--- src/rtl/cfgp_pkg.sv ---
package cfgp_pkg;

   localparam int CFG_DATA_W = 16;
   localparam int PTR_W      = 8;
   localparam int IDX_W      = 3;
   localparam int NUM_IDX    = 7;
   localparam int MAX_CH     = 2;
   localparam int BYTE_W     = 8;
   localparam int RA_HI_W    = 2;
   localparam int RA_W       = BYTE_W + RA_HI_W;

   // pointer fields
   localparam int PTR_AUTOINC_BIT = 7;
   localparam int PTR_BANK_BIT    = 3;

   // register indices
   localparam int IDX_CMD_BASE = 0;
   localparam int IDX_GEN      = 1;
   localparam int IDX_RA_LO    = 2;
   localparam int IDX_RA_CFG   = 3;
   localparam int IDX_CTL_BASE = 4;
   localparam int IDX_DATA_TIM = 5;
   localparam int IDX_CTRL_TIM = 6;

   // read-ahead configuration fields
   localparam int RA_EN_BIT    = 7;
   localparam int FIFO_CLR_BIT = 6;

   localparam logic [CFG_DATA_W-1:0] BANK_STEP = 16'h0080;

   // storage mask for each index
   function automatic logic [CFG_DATA_W-1:0] reg_mask(input int idx);
      case (idx)
         IDX_CMD_BASE, IDX_CTL_BASE: reg_mask = 16'hFFFF;
         IDX_RA_CFG:                 reg_mask = 16'h0083;
         default:                    reg_mask = 16'h00FF;
      endcase
   endfunction

   function automatic bit reg_readable(input int idx);
      reg_readable = (idx != IDX_RA_LO) && (idx != IDX_RA_CFG);
   endfunction

   // reset value per channel and index; secondary bases sit one step lower
   function automatic logic [CFG_DATA_W-1:0] reg_default(input int ch, input int idx);
      logic [CFG_DATA_W-1:0] off;
      off = BANK_STEP * CFG_DATA_W'(ch);
      case (idx)
         IDX_CMD_BASE: reg_default = 16'h01F0 - off;
         IDX_CTL_BASE: reg_default = 16'h03F6 - off;
         IDX_GEN:      reg_default = 16'h0001;
         IDX_DATA_TIM: reg_default = 16'h00F5;
         IDX_CTRL_TIM: reg_default = 16'h00DE;
         default:      reg_default = 16'h0000;
      endcase
   endfunction

endpackage

--- src/rtl/cfgp_pointer.sv ---
module cfgp_pointer
   import cfgp_pkg::*;
#(
   parameter logic [PTR_W-1:0] RESET_PTR = '0
) (
   input  logic             clk,
   input  logic             rst_n,
   input  logic             ptr_wr,
   input  logic [PTR_W-1:0] ptr_wdata,
   input  logic             data_acc,
   output logic [PTR_W-1:0] ptr_q,
   output logic [IDX_W-1:0] idx,
   output logic             bank
);

   localparam logic [IDX_W-1:0] LAST_IDX = IDX_W'(NUM_IDX - 1);

   if (NUM_IDX >= (1 << IDX_W)) begin : g_bad_idx
      $error("cfgp_pointer: index field too narrow for register count");
   end

   logic             autoinc;
   logic             idx_live;
   logic [IDX_W-1:0] idx_next;

   assign idx      = ptr_q[IDX_W-1:0];
   assign bank     = ptr_q[PTR_BANK_BIT];
   assign autoinc  = ptr_q[PTR_AUTOINC_BIT];
   assign idx_live = (idx <= LAST_IDX);
   assign idx_next = (idx == LAST_IDX) ? '0 : idx + 1'b1;

   always_ff @(posedge clk or negedge rst_n) begin
      if (!rst_n) begin
         ptr_q <= RESET_PTR;
      end else if (ptr_wr) begin
         ptr_q <= ptr_wdata;
      end else if (data_acc && autoinc && idx_live) begin
         ptr_q[IDX_W-1:0] <= idx_next;
      end
   end

endmodule

--- src/rtl/cfgp_bank.sv ---
module cfgp_bank
   import cfgp_pkg::*;
#(
   parameter int CH = 0
) (
   input  logic                  clk,
   input  logic                  rst_n,
   input  logic                  wr_en,
   input  logic [IDX_W-1:0]      idx,
   input  logic [CFG_DATA_W-1:0] wdata,
   output logic [CFG_DATA_W-1:0] rd_data,
   output logic [CFG_DATA_W-1:0] cmd_base,
   output logic [CFG_DATA_W-1:0] ctl_base,
   output logic [BYTE_W-1:0]     gen_cfg,
   output logic [BYTE_W-1:0]     data_timing,
   output logic [BYTE_W-1:0]     ctrl_timing,
   output logic [RA_W-1:0]       ra_count,
   output logic                  ra_enable,
   output logic                  fifo_clear
);

   if (CH < 0 || CH >= MAX_CH) begin : g_bad_ch
      $error("cfgp_bank: channel number out of range");
   end

   logic [CFG_DATA_W-1:0] reg_v   [NUM_IDX];
   logic [CFG_DATA_W-1:0] rd_part [NUM_IDX];
   logic                  clr_q;

   for (genvar i = 0; i < NUM_IDX; i++) begin : g_reg
      localparam logic [CFG_DATA_W-1:0] MASK = reg_mask(i);
      localparam logic [CFG_DATA_W-1:0] DEF  = reg_default(CH, i);
      localparam bit                    RD   = reg_readable(i);

      logic                  hit;
      logic [CFG_DATA_W-1:0] q;

      assign hit = (idx == IDX_W'(i));

      always_ff @(posedge clk or negedge rst_n) begin
         if (!rst_n) begin
            q <= DEF;
         end else if (wr_en && hit) begin
            q <= wdata & MASK;
         end
      end

      assign reg_v[i] = q;

      if (RD) begin : g_rd
         assign rd_part[i] = hit ? q : '0;
      end else begin : g_wo
         assign rd_part[i] = '0;
      end
   end

   always_comb begin
      rd_data = '0;
      for (int i = 0; i < NUM_IDX; i++) begin
         rd_data = rd_data | rd_part[i];
      end
   end

   // flush command: pulse only, never stored
   always_ff @(posedge clk or negedge rst_n) begin
      if (!rst_n) begin
         clr_q <= 1'b0;
      end else begin
         clr_q <= wr_en && (idx == IDX_W'(IDX_RA_CFG)) && wdata[FIFO_CLR_BIT];
      end
   end

   assign cmd_base    = reg_v[IDX_CMD_BASE];
   assign ctl_base    = reg_v[IDX_CTL_BASE];
   assign gen_cfg     = reg_v[IDX_GEN][BYTE_W-1:0];
   assign data_timing = reg_v[IDX_DATA_TIM][BYTE_W-1:0];
   assign ctrl_timing = reg_v[IDX_CTRL_TIM][BYTE_W-1:0];
   assign ra_count    = {reg_v[IDX_RA_CFG][RA_HI_W-1:0], reg_v[IDX_RA_LO][BYTE_W-1:0]};
   assign ra_enable   = reg_v[IDX_RA_CFG][RA_EN_BIT];
   assign fifo_clear  = clr_q;

endmodule

--- src/rtl/cfg_ptr_port.sv ---
module cfg_ptr_port
   import cfgp_pkg::*;
#(
   parameter int               NUM_CH    = 2,
   parameter logic [PTR_W-1:0] RESET_PTR = '0
) (
   input  logic                             clk,
   input  logic                             rst_n,
   input  logic                             bus_sel,
   input  logic                             bus_wr,
   input  logic                             bus_rd,
   input  logic [CFG_DATA_W-1:0]            bus_wdata,
   output logic [CFG_DATA_W-1:0]            bus_rdata,
   output logic [PTR_W-1:0]                 ptr_value,
   output logic [NUM_CH-1:0][CFG_DATA_W-1:0] cmd_base,
   output logic [NUM_CH-1:0][CFG_DATA_W-1:0] ctl_base,
   output logic [NUM_CH-1:0][BYTE_W-1:0]     gen_cfg,
   output logic [NUM_CH-1:0][BYTE_W-1:0]     data_timing,
   output logic [NUM_CH-1:0][BYTE_W-1:0]     ctrl_timing,
   output logic [NUM_CH-1:0][RA_W-1:0]       ra_count,
   output logic [NUM_CH-1:0]                 ra_enable,
   output logic [NUM_CH-1:0]                 fifo_clear
);

   if (NUM_CH < 1 || NUM_CH > MAX_CH) begin : g_bad_num_ch
      $error("cfg_ptr_port: NUM_CH must be 1 or 2");
   end

   logic                  ptr_wr;
   logic                  data_wr;
   logic                  data_acc;
   logic [IDX_W-1:0]      idx;
   logic                  bank;
   logic [CFG_DATA_W-1:0] bank_rd [MAX_CH];

   assign ptr_wr   = bus_sel && bus_wr;
   assign data_wr  = !bus_sel && bus_wr;
   assign data_acc = !bus_sel && (bus_wr || bus_rd);

   cfgp_pointer #(
      .RESET_PTR (RESET_PTR)
   ) u_ptr (
      .clk       (clk),
      .rst_n     (rst_n),
      .ptr_wr    (ptr_wr),
      .ptr_wdata (bus_wdata[PTR_W-1:0]),
      .data_acc  (data_acc),
      .ptr_q     (ptr_value),
      .idx       (idx),
      .bank      (bank)
   );

   for (genvar c = 0; c < MAX_CH; c++) begin : g_ch
      if (c < NUM_CH) begin : g_live
         logic bank_hit;
         assign bank_hit = (bank == 1'(c));

         cfgp_bank #(
            .CH (c)
         ) u_bank (
            .clk         (clk),
            .rst_n       (rst_n),
            .wr_en       (data_wr && bank_hit),
            .idx         (idx),
            .wdata       (bus_wdata),
            .rd_data     (bank_rd[c]),
            .cmd_base    (cmd_base[c]),
            .ctl_base    (ctl_base[c]),
            .gen_cfg     (gen_cfg[c]),
            .data_timing (data_timing[c]),
            .ctrl_timing (ctrl_timing[c]),
            .ra_count    (ra_count[c]),
            .ra_enable   (ra_enable[c]),
            .fifo_clear  (fifo_clear[c])
         );
      end else begin : g_absent
         assign bank_rd[c] = '0;
      end
   end

   always_comb begin
      bus_rdata = '0;
      if (bus_rd) begin
         if (bus_sel) begin
            bus_rdata = {{(CFG_DATA_W-PTR_W){1'b0}}, ptr_value};
         end else begin
            bus_rdata = bank_rd[bank];
         end
      end
   end

endmodule

--- config.mk ---
export PLATFORM = sky130hd
export DESIGN_NAME = cfg_ptr_port
export DESIGN_NICKNAME = d
export VERILOG_FILES = /design/src/rtl/cfgp_pkg.sv /design/src/rtl/cfgp_pointer.sv /design/src/rtl/cfgp_bank.sv /design/src/rtl/cfg_ptr_port.sv
export SDC_FILE = /design/constraint.sdc
export NUM_CORES = 1
export LEC_CHECK = 0
export BUFFER_PORTS_ARGS = -buffer_cell sky130_fd_sc_hd__buf_2
export CAP_MARGIN = 20
export CORE_UTILIZATION = 50
export DETAILED_ROUTE_END_ITERATION = 10
export PLACE_DENSITY = 0.85
export SYNTH_ARGS = -nofsm -noshare
export SYNTH_HDL_FRONTEND = slang
export SYNTH_SLANG_ARGS = --single-unit
--- constraint.sdc ---
create_clock -name clk -period 2.1 [get_ports clk]
set_input_delay 0.315 -clock clk [delete_from_list [all_inputs] [get_ports clk]]
set_output_delay 0.315 -clock clk [all_outputs]
set_load 0.02 [all_outputs]
After elaboration in Yosys (flattened, before gate mapping)
Index checks and enable logic that the tools add are counted.
{"block": "classes", "add_sub_neg": 1, "n_mul": 0, "div_mod_pow": 0, "n_lt_le_gt_ge": 2, "n_eq_ne": 6, "n_shift": 0, "mux": 18, "n_bitwise": 10, "reduce_logical": 27}
{"cell": "$mux 16", "n": 9}
{"cell": "$or 16x16->16", "n": 6}
{"cell": "$mux 8", "n": 6}
{"cell": "$or 16x8->16", "n": 2}
{"cell": "$logic_and 1x1->1", "n": 23}
{"cell": "$eq 3x3->1 const B", "n": 3}
{"cell": "$mux 3", "n": 3}
{"cell": "$eq 3x2->1 const B", "n": 2}
{"cell": "$add 3x1->3 const B", "n": 1}
{"cell": "$eq 3x1->1 const B", "n": 1}
{"cell": "$le 3x3->1 const B", "n": 1}
{"cell": "$logic_not 3->1", "n": 1}
{"cell": "$ge 2x2->1 const B", "n": 1}
{"cell": "$not 1->2", "n": 1}
{"cell": "$reduce_bool 2->1", "n": 1}
{"cell": "$logic_not 1->1", "n": 1}
{"cell": "$logic_or 1x1->1", "n": 1}
{"cell": "$not 1->1", "n": 1}
{"block": "totals", "reg_bits": 144, "latchBits": 0, "mem_bits_rw": 0, "rom_bits": 0, "inputBits": 21, "out_inout_bits": 160, "elab_cells": 82, "n_memories": 0}

Logic depth before layout (Yosys ltp)
Gate-level depths: netlist (run 1).
{"block": "logic_depth", "ltp_word": 11, "mapped_depth": 8, "mapped_depth_nobuf": 6}

Hierarchy
Synthesis (run 1) repeated with hierarchy kept, for this count alone.
{"block": "unflattened", "cells_unflattened": 509, "area_unflattened_um2": 6990.5}
{"module": "cfgp_bank at g_ch[0].g_live.u_bank", "instances": 1, "cells_per_inst": 211, "area_each_um2": 3080.5, "seq_area_each_um2": 1734.2}
{"module": "cfgp_bank at g_ch[1].g_live.u_bank", "instances": 1, "cells_per_inst": 211, "area_each_um2": 3078.0, "seq_area_each_um2": 1731.7}
{"module": "cfg_ptr_port", "instances": 1, "cells_per_inst": 52, "area_each_um2": 437.9, "seq_area_each_um2": 0.0}
{"module": "cfgp_pointer", "instances": 1, "cells_per_inst": 35, "area_each_um2": 394.1, "seq_area_each_um2": 200.2}

Least setup slack after synthesis (run 1)
OpenSTA, ideal clock, no wires.
{"block": "synth_timing", "kind": "register to output", "start": "register u_ptr.ptr_q[2]", "end": "output port bus_rdata[0]", "arrival_time_ps": 1982, "required_ps": 1785, "slack_ps": -197, "path_stages_with_launch": 6, "path_buffers": 2, "cell_sequence": "dfrtp_1 buf_4 buf_1 a21oi_1 a211o_1 a221oi_1"}
{"block": "synth_between", "elab_chain_len": 11, "word_cells_on_any_way": 28, "classes_between": "eq/ne (4); mux (15); bitwise (8); reduce/logical (1)"}
{"element": "start: declaration", "line_no": "cfgp_pointer.sv:11", "text": "output logic [PTR_W-1:0] ptr_q,"}
{"element": "start signal: assignment", "line_no": "cfgp_pointer.sv:36", "text": "ptr_q <= ptr_wdata;"}
{"element": "start signal: indexed assignment", "line_no": "cfgp_pointer.sv:38", "text": "ptr_q[IDX_W-1:0] <= idx_next;"}
{"element": "$eq 3x1->1 or $logic_not 3->1 (tied branches)", "line_no": "cfgp_bank.sv:38", "text": "assign hit = (idx == IDX_W'(i));"}
{"element": "$mux 8 or $mux 16 (tied branches)", "line_no": "cfgp_bank.sv:51", "text": "assign rd_part[i] = hit ? q : '0;"}
{"element": "$or 16x16->16 (3 in series)", "line_no": "cfgp_bank.sv:60", "text": "rd_data = rd_data | rd_part[i];"}
{"element": "$or 16x8->16", "line_no": "cfgp_bank.sv:60"}
{"element": "$mux 16 (not written as such) (*) (3 in series)", "line_no": "cfg_ptr_port.sv:87", "text": "bus_rdata = bank_rd[bank];"}
{"element": "$mux 16 (*)", "line_no": "cfg_ptr_port.sv:84", "text": "if (bus_sel) begin"}
{"element": "$mux 16 (*)", "line_no": "cfg_ptr_port.sv:83", "text": "if (bus_rd) begin"}
{"element": "end: declaration", "line_no": "cfg_ptr_port.sv:13", "text": "output logic [CFG_DATA_W-1:0] bus_rdata,"}
Mark *: on every way between the ends. The rest lies on a longest branch, timed or not. The select of a mux whose other input is x is not followed.

Worst setup path after layout (run 1)
{"block": "layout_timing", "start": "register u_ptr.ptr_q[2]", "end": "output port bus_rdata[5]"}
Same word-level chain as after synthesis.

==> results.md, run 1 <==
* Rel. slew slack at 63.98%
* Startpoint Class: flop
* Number of DRC markers in iteration 0 at 657
* I/O pin count at 181
* Req. time, crit path at 1.78 ns
* Most frequent cells in the layout: buf_2 (165), mux2_2 (132), dfrtp_1 (92), dfstp_2 (50), buf_4 (46)
* Violated checks: negative setup slack
* Largest net degree at the start of global routing at 58
* Port bufs at 180
* CTS buffer count at 17
* Wire per inst at 24.38 um
* Worst Tran Pin Value at 0.5403 ns
* Area of the core at 12820 um^2
* CTS clk-pin slew, worst paths at 0.06 ns
* Drt total wl at 21.73 mm
* CTS tree: built
* Setup crit end kind: output port
* Total die area at 13870 um^2
* DRC at 0
* Synthesis-stage register bit count at 144
* Pleak at 0.004410 uW
* Prevailing post-synth register cell: dfrtp_1
* H-tree levels at 4
* DR pass1 iterations at 5
* Commonest non-fill, non-tap cell in the layout: buf_2
* Worst min path class: in2reg
* Critical path class: reg2out
* RSZ-0062 raised after global routing: yes
* Max VDD drop at 0.9612 mV
* Root buffer selected by CTS: clkbuf_16
* Post-Syn Area at 6703 um^2
* Sequential area share after synthesis at 54.69%
* # rows at 41
* Final setup slack of the worst path at -0.3948 ns
* Final ANT Viol Nets at 0
* Skew-Pair Late Insertion Delay at 0.42 ns
* Max cap viols at 0
* Pwr/cell area at 1692 nW/um^2
* DP Worst Slack at 0.06635 ns
* Routability congestion estimate at 0.9257
* Effective utilization at floorplan at 52.26%
* Post-synth net total at 511
* EDFF count, synth at 0
* Post-Syn Instances at 489
* Grt ovf at 0
* Final HPWL DP at 13.75 mm
* Area delta synth->final at 36.90%
* First-pass GRT wire length at 32.81 mm
* FMAX at 0.4008 GHz
* Layout cell share with drive strength beyond 1 at 72.18%
* Vias per cell at 6.334
* DIE WIDTH at 117.8 um
* Vias in the first global route at 5670
* GRT Resource Usage Total at 31.28%
* Final setup skew at 0.007563 ns
* Inserted Diodes at 0
* Die Y at 117.8 um
* Final hold slack at 0.1669 ns
* Longest Clk Path Bufs at 2
* Synth Warn # at 0
* Crit path DAT at 2.18 ns
* NumNets Final at 728
* Tmin final at 2.495 ns
* Outcome: finished with violations
* Library cells used by synthesis at 47
* Fin. Hold Viols at 0
* DR vias at 5644
* Setup violators final at 16
* Avg Inst Size Synth at 13.71 um^2
* Tcrit/Tclk final at 118.8%
* Crit path max fanout at 5
* Initial antenna violation count at 0
* Clk sinks at 144
* Max-slew violations at 0
* Post-synth ARST share at 100.0%
layout make-up:
cell class              instances  area (um^2)
repair buffers                239         1565
fillers                       790         3649
well taps                     172        215.2
flip-flops and latches        144         3669
clock inverters                10        160.2
inverters                       5        26.28
multi-input cells             299         3077
clock buffers                  22        464.2
cell families after synthesis:
logic type               count (synthesis)  share of synthesized area [%]
XOR/XNOR                                 1                         0.1307
buffers and inverters                   46                          4.051
multiplexers                           159                          26.97
AND/OR/NAND/NOR                         67                          5.656
adder cells (fa/ha/maj)                  1                         0.1866
AO/OA/AOI/OAI                           71                          8.307
flip-flops                             144                          54.69
power breakdown:
| part | internal [uW] | switching [uW] |
|---|---|---|
| sequential | 4330 | 1170 |
| combinational | 2870 | 3940 |
| clock | 2050 | 1170 |
| total | 9250 | 6280 |
sequential cells by signal, indices dropped and copies added, names as in the netlist:
register                       flops
g_ch.g_live.u_bank.cmd_base       32
g_ch.g_live.u_bank.ctl_base       32
g_ch.g_live.u_bank.fifo_clear      2
g_ch.g_live.u_bank.g.q            70
u_ptr.ptr_q                        8
critical path, stage by stage, from the launching register on:
cell and delay, ns:
dfrtp_2 0.44, buf_6 0.17, mux2i_4 0.24, nor3_2 0.06
a2111oi_2 0.32, nor2_1 0.11, a32o_2 0.27, buf_6 0.14
stage by stage:
step	power, uW	instance area (um^2)	std cells	setup TNS (ns)	util (%)
after floorplan	9049	6782	489	-0.01423	-
after global placement	11100	7965	835	0	62.11
after detailed placement	11340	7965	835	0	62.11
after CTS	15200	9065	888	-3.152	70.68
after global routing	16050	9176	891	-5.432	71.55
final	15520	9176	891	-4.489	71.55
repair_timing:
item / 4_1_cts / 5_1_grt
gates resized for setup: 75 / 18
gates cloned: 4 / 0
endpoints found under the hold margin: 37 / 0
setup endpoints to repair: 16 / 54
hold buffers: 1 / 0
buffers inserted: 16 / 3
pin swaps: 24 / 9
final timing paths:
kind	start	endpoint	slack, ns	cells after the start
setup / recovery	u_ptr.ptr_q[2]	bus_rdata[5]	-0.39	7
hold / removal	bus_wdata[8]	g_ch[1].g_live.u_bank.ctl_base[8]	0.17	2
setup reg to reg	u_ptr.ptr_q[1]	g_ch[0].g_live.u_bank.g_reg[3].q[7]	0.04	7
hold reg to reg	g_ch[0].g_live.u_bank.g_reg[3].q[0]	g_ch[0].g_live.u_bank.g_reg[3].q[0]	0.51	1
max in group asynchronous	rst_n	g_ch[1].g_live.u_bank.g_reg[5].q[5]	0.97	3
min in group asynchronous	rst_n	g_ch[0].g_live.u_bank.g_reg[2].q[4]	0.44	2
synthesized netlist by cell type, types with 3 or more instances:
cell type / instances / area share (%)
nand2_2: 4 / 0.37
nor3_4: 3 / 0.73
mux2_2: 133 / 22
mux4_2: 3 / 1.0
nor3_1: 11 / 0.82
dfrtp_1: 94 / 35
nand2_1: 13 / 0.73
buf_4: 15 / 1.7
nand3_1: 7 / 0.52
buf_6: 5 / 0.84
mux2_1: 10 / 1.7
a221oi_1: 23 / 3.0
a21oi_1: 10 / 0.75
nor2_4: 3 / 0.50
buf_2: 4 / 0.30
nor2_1: 13 / 0.73
o21ai_0: 10 / 0.75
a31oi_1: 3 / 0.28
a221o_1: 5 / 0.75
clkbuf_1: 16 / 0.90
dfstp_2: 50 / 20
mux2i_1: 13 / 1.9
a221oi_2: 3 / 0.67
inv_1: 3 / 0.17
and3_1: 4 / 0.37
layer usage:
metal	GRT usage, %	part of all wire [%]	vias up
met2	48.46	47	424
li1	-	-	2264
met1	40.67	38	2850
met4	14.98	5.1	0
met3	8.576	9.8	106
met5	0	0	-
No activity file was read; power rests on OpenSTA's default activity.
==> run 2, diff against run 1 <==
--- a/config.mk
+++ b/config.mk
@@ -8,8 +8,10 @@
 export BUFFER_PORTS_ARGS = -buffer_cell sky130_fd_sc_hd__buf_2
 export CAP_MARGIN = 20
 export CORE_UTILIZATION = 50
+export CTS_BUF_LIST = sky130_fd_sc_hd__clkbuf_4
 export DETAILED_ROUTE_END_ITERATION = 10
 export PLACE_DENSITY = 0.85
+export SKIP_LAST_GASP = 1
 export SYNTH_ARGS = -nofsm -noshare
 export SYNTH_HDL_FRONTEND = slang
 export SYNTH_SLANG_ARGS = --single-unit
==> run 2 against run 1 <==
Against the previous run:
- the flow still finishes with violations (negative setup slack)
- final area shrank 3.7%
- flip-flop and latch count unchanged
- clock power fell by 38%
- first-iteration DRC count decreased by 29%
- register-to-register slack hardly changed
==> results.md, run 2 (same netlist as run 1, synthesis figures left out) <==
* Most used cell along the critical path: buf_6 (unchanged)
* Pwr/cell area at 1594 nW/um^2 (was 1692 nW/um^2)
* Port bufs at 180 (unchanged)
* Worst reg2reg setup slack at 0.05 ns (was 0.04 ns)
* Max-slew violations at 0 (unchanged)
* Crit path buf inv count at 2 (unchanged)
* Final setup slack of the worst path at -0.5003 ns (was -0.3948 ns)
* RSZ-0062 raised after global routing: yes (unchanged)
* Cell count after placement at 835 (unchanged)
* Critical path's top delay family: compound AO/OA/AOI/OAI gates (unchanged)
* Final ANT Viol Nets at 0 (unchanged)
* DR pass1 iterations at 4 (was 5)
* DRC at 0 (unchanged)
* Area of the core at 12820 um^2 (unchanged)
* FMAX at 0.3846 GHz (was 0.4008 GHz)
* I/O pin count at 181 (unchanged)
* Pleak at 0.004244 uW (was 0.004410 uW)
* Crit path DAT at 2.29 ns (was 2.18 ns)
* Comb power frac at 47.2% (was 43.9%)
* Layout cell share with drive strength beyond 1 at 71.69% (was 72.18%)
* Worst Tran Pin Value at 0.5463 ns (was 0.5403 ns)
* Final Total Pwr at 14090 uW (was 15520 uW)
* Fin area at 8840 um^2 (was 9176 um^2)
* Total die area at 13870 um^2 (unchanged)
* Clk sinks at 144 (unchanged)
* Commonest non-fill, non-tap cell in the layout: buf_2 (unchanged)
* Startpoint Class: flop (unchanged)
* Crit-path max cell delay at 0.47 ns (was 0.44 ns)
* Critical path class: reg2out (unchanged)
* Wire per inst at 23.25 um (was 24.38 um)
* Final HPWL DP at 13.75 mm (unchanged)
* Number of DRC markers in iteration 0 at 467 (was 657)
* Switch Pwr at 6021 uW (was 6279 uW)
* Setup crit end kind: output port (unchanged)
* Worst min path class: in2reg (unchanged)
* DR vias at 5418 (was 5644)
* Reg with most FFs: g_ch.g_live.u_bank.g.q (unchanged)
* Root buffer selected by CTS: clkbuf_4 (was clkbuf_16)
* Vias per cell at 6.088 (was 6.334)
* CTS tree: built (unchanged)
* CTS clk-pin slew, worst paths at 0.13 ns (was 0.06 ns)
* Most frequent cells in the layout: buf_2 (164), mux2_2 (132), dfrtp_1 (92), dfstp_2 (50), buf_4 (45) (was buf_2 (165), mux2_2 (132), dfrtp_1 (92), dfstp_2 (50), buf_4 (46))
* Placed Area at 7965 um^2 (unchanged)
* Max reg flops at 70 (unchanged)
* Switching Share at 42.74% (was 40.44%)
* Initial antenna violation count at 1 (was 0)
* Skew-Pair Late Insertion Delay at 0.56 ns (was 0.42 ns)
* Routability congestion estimate at 0.9257 (unchanged)
* DIE WIDTH at 117.8 um (unchanged)
* Clock Power Share at 14.0% (was 20.7%)
* NumNets Final at 726 (was 728)
* Crit path max fanout at 8 (was 5)
* Fillers at 878 (was 790)
* Final setup skew at 0.02251 ns (was 0.007563 ns)
* Fin cells at 890 (was 891)
* Max cap viols at 0 (unchanged)
* Longest Clk Path Bufs at 2 (unchanged)
* Setup violators final at 16 (unchanged)
* Outcome: finished with violations (unchanged)
* Max VDD drop at 0.9462 mV (was 0.9612 mV)
* Violated checks: negative setup slack (unchanged)
* Die Y at 117.8 um (unchanged)
* Req. time, crit path at 1.78 ns (about the same)
* H-tree levels at 4 (unchanged)
* Rel. slew slack at 63.45% (was 63.98%)
* Drt total wl at 20.69 mm (was 21.73 mm)
* First-pass GRT wire length at 31.35 mm (was 32.81 mm)
* GRT Resource Usage Total at 29.94% (was 31.28%)
* Crit-path cells: and3b_2, buf_6, a221oi_4, o21ai_2, a32o_2, buf_6 (was buf_6, mux2i_4, nor3_2, a2111oi_2, nor2_1, a32o_2, buf_6)
* Fin. Hold Viols at 0 (unchanged)
* CTS buffer count at 17 (unchanged)
* Vias in the first global route at 5484 (was 5670)
* Tmin final at 2.600 ns (was 2.495 ns)
* Area delta synth->final at 31.88% (was 36.90%)
* Effective utilization at floorplan at 52.26% (unchanged)
* Grt ovf at 0 (unchanged)
* Largest net degree at the start of global routing at 58 (unchanged)
* Highest-delay cell along the critical path: dfrtp_2 (unchanged)
* # rows at 41 (unchanged)
* Tcrit/Tclk final at 123.8% (was 118.8%)
* Internal power at 8066 uW (was 9246 uW)
* Seq pwr share at 38.8% (was 35.4%)
-- run 2: cell count changes in the layout (fill, tap and decap cells not counted), sizes merged --
cell,delta
buf,-6
clkbuf,-2
clkinv,+2
diode,+1
dlygate4sd3,+4
-- run 2: layout make-up --
cell class / count / area, um^2 / share of cell area (%)
timing repair buffer: 237 / 1528 / 17.28
clock inverter: 12 / 167.7 / 1.897
inverter: 5 / 26.28 / 0.2972
sequential: 144 / 3669 / 41.50
clock buffer: 20 / 150.1 / 1.699
multi-input combinational: 299 / 3082 / 34.86
tap: 172 / 215.2 / 2.435
antenna: 1 / 2.502 / 0.02831
-- run 2: layer usage --
metal	wire [um]	vias to the layer above	GRT usage (%)
li1	-	2261	-
met1	8185	2751	38.97
met2	9867	335	46.21
met3	1869	71	8.576
met4	772	0	14.02
met5	0	-	0
-- run 2: worst register-to-register path: cells and delay by family (launching register included) --
family,cells,cell delay [ns]
simple gates,2,0.60
flops,1,0.53
buf+inv,2,0.44
mux,1,0.36
-- run 2: stage by stage --
stage               TNS (ns)  hold slack (ns)  util (%)  worst slack (ns)
global route          -7.886          0.01778     68.93           -0.5934
finish                -6.445          0.04902     68.93           -0.5003
CTS                   -6.454         0.003584     67.81           -0.4332
detailed placement         0           0.3185     62.11           0.06635
floorplan           -0.01423          0.01941         -          -0.01423
global placement           0           0.3045     62.11           0.09974
-- run 2: repair_timing --
action / 4_1_cts / 5_1_grt
endpoints found under the hold margin: 44 / 0
buffers inserted: 13 / 2
pin swaps: 23 / 18
setup endpoints to repair: 16 / 31
hold buffers: 5 / 0
gates cloned: 2 / 0
resized for setup: 64 / 21
-- run 2: final timing paths --
path,end,start,cells past startpoint
min in group asynchronous,u_ptr.ptr_q[4],rst_n,2
hold / removal,g_ch[1].g_live.u_bank.ctl_base[9],bus_wdata[9],2
hold reg to reg,g_ch[0].g_live.u_bank.g_reg[2].q[7],g_ch[0].g_live.u_bank.g_reg[2].q[7],1
max in group asynchronous,g_ch[0].g_live.u_bank.ctl_base[9],rst_n,3
setup reg to reg,g_ch[1].g_live.u_bank.ctl_base[12],u_ptr.ptr_q[3],5
setup / recovery,bus_rdata[5],u_ptr.ptr_q[2],6
-- run 2: power groups by stage --
stage	clock (uW)	sequential (uW)	combinational, uW
final	1980	5460	6650
after global routing	2100	5600	6970
after CTS	1990	5350	6450
after detailed placement	0	5340	6000
after global placement	0	5270	5830
after floorplan	0	6620	2430
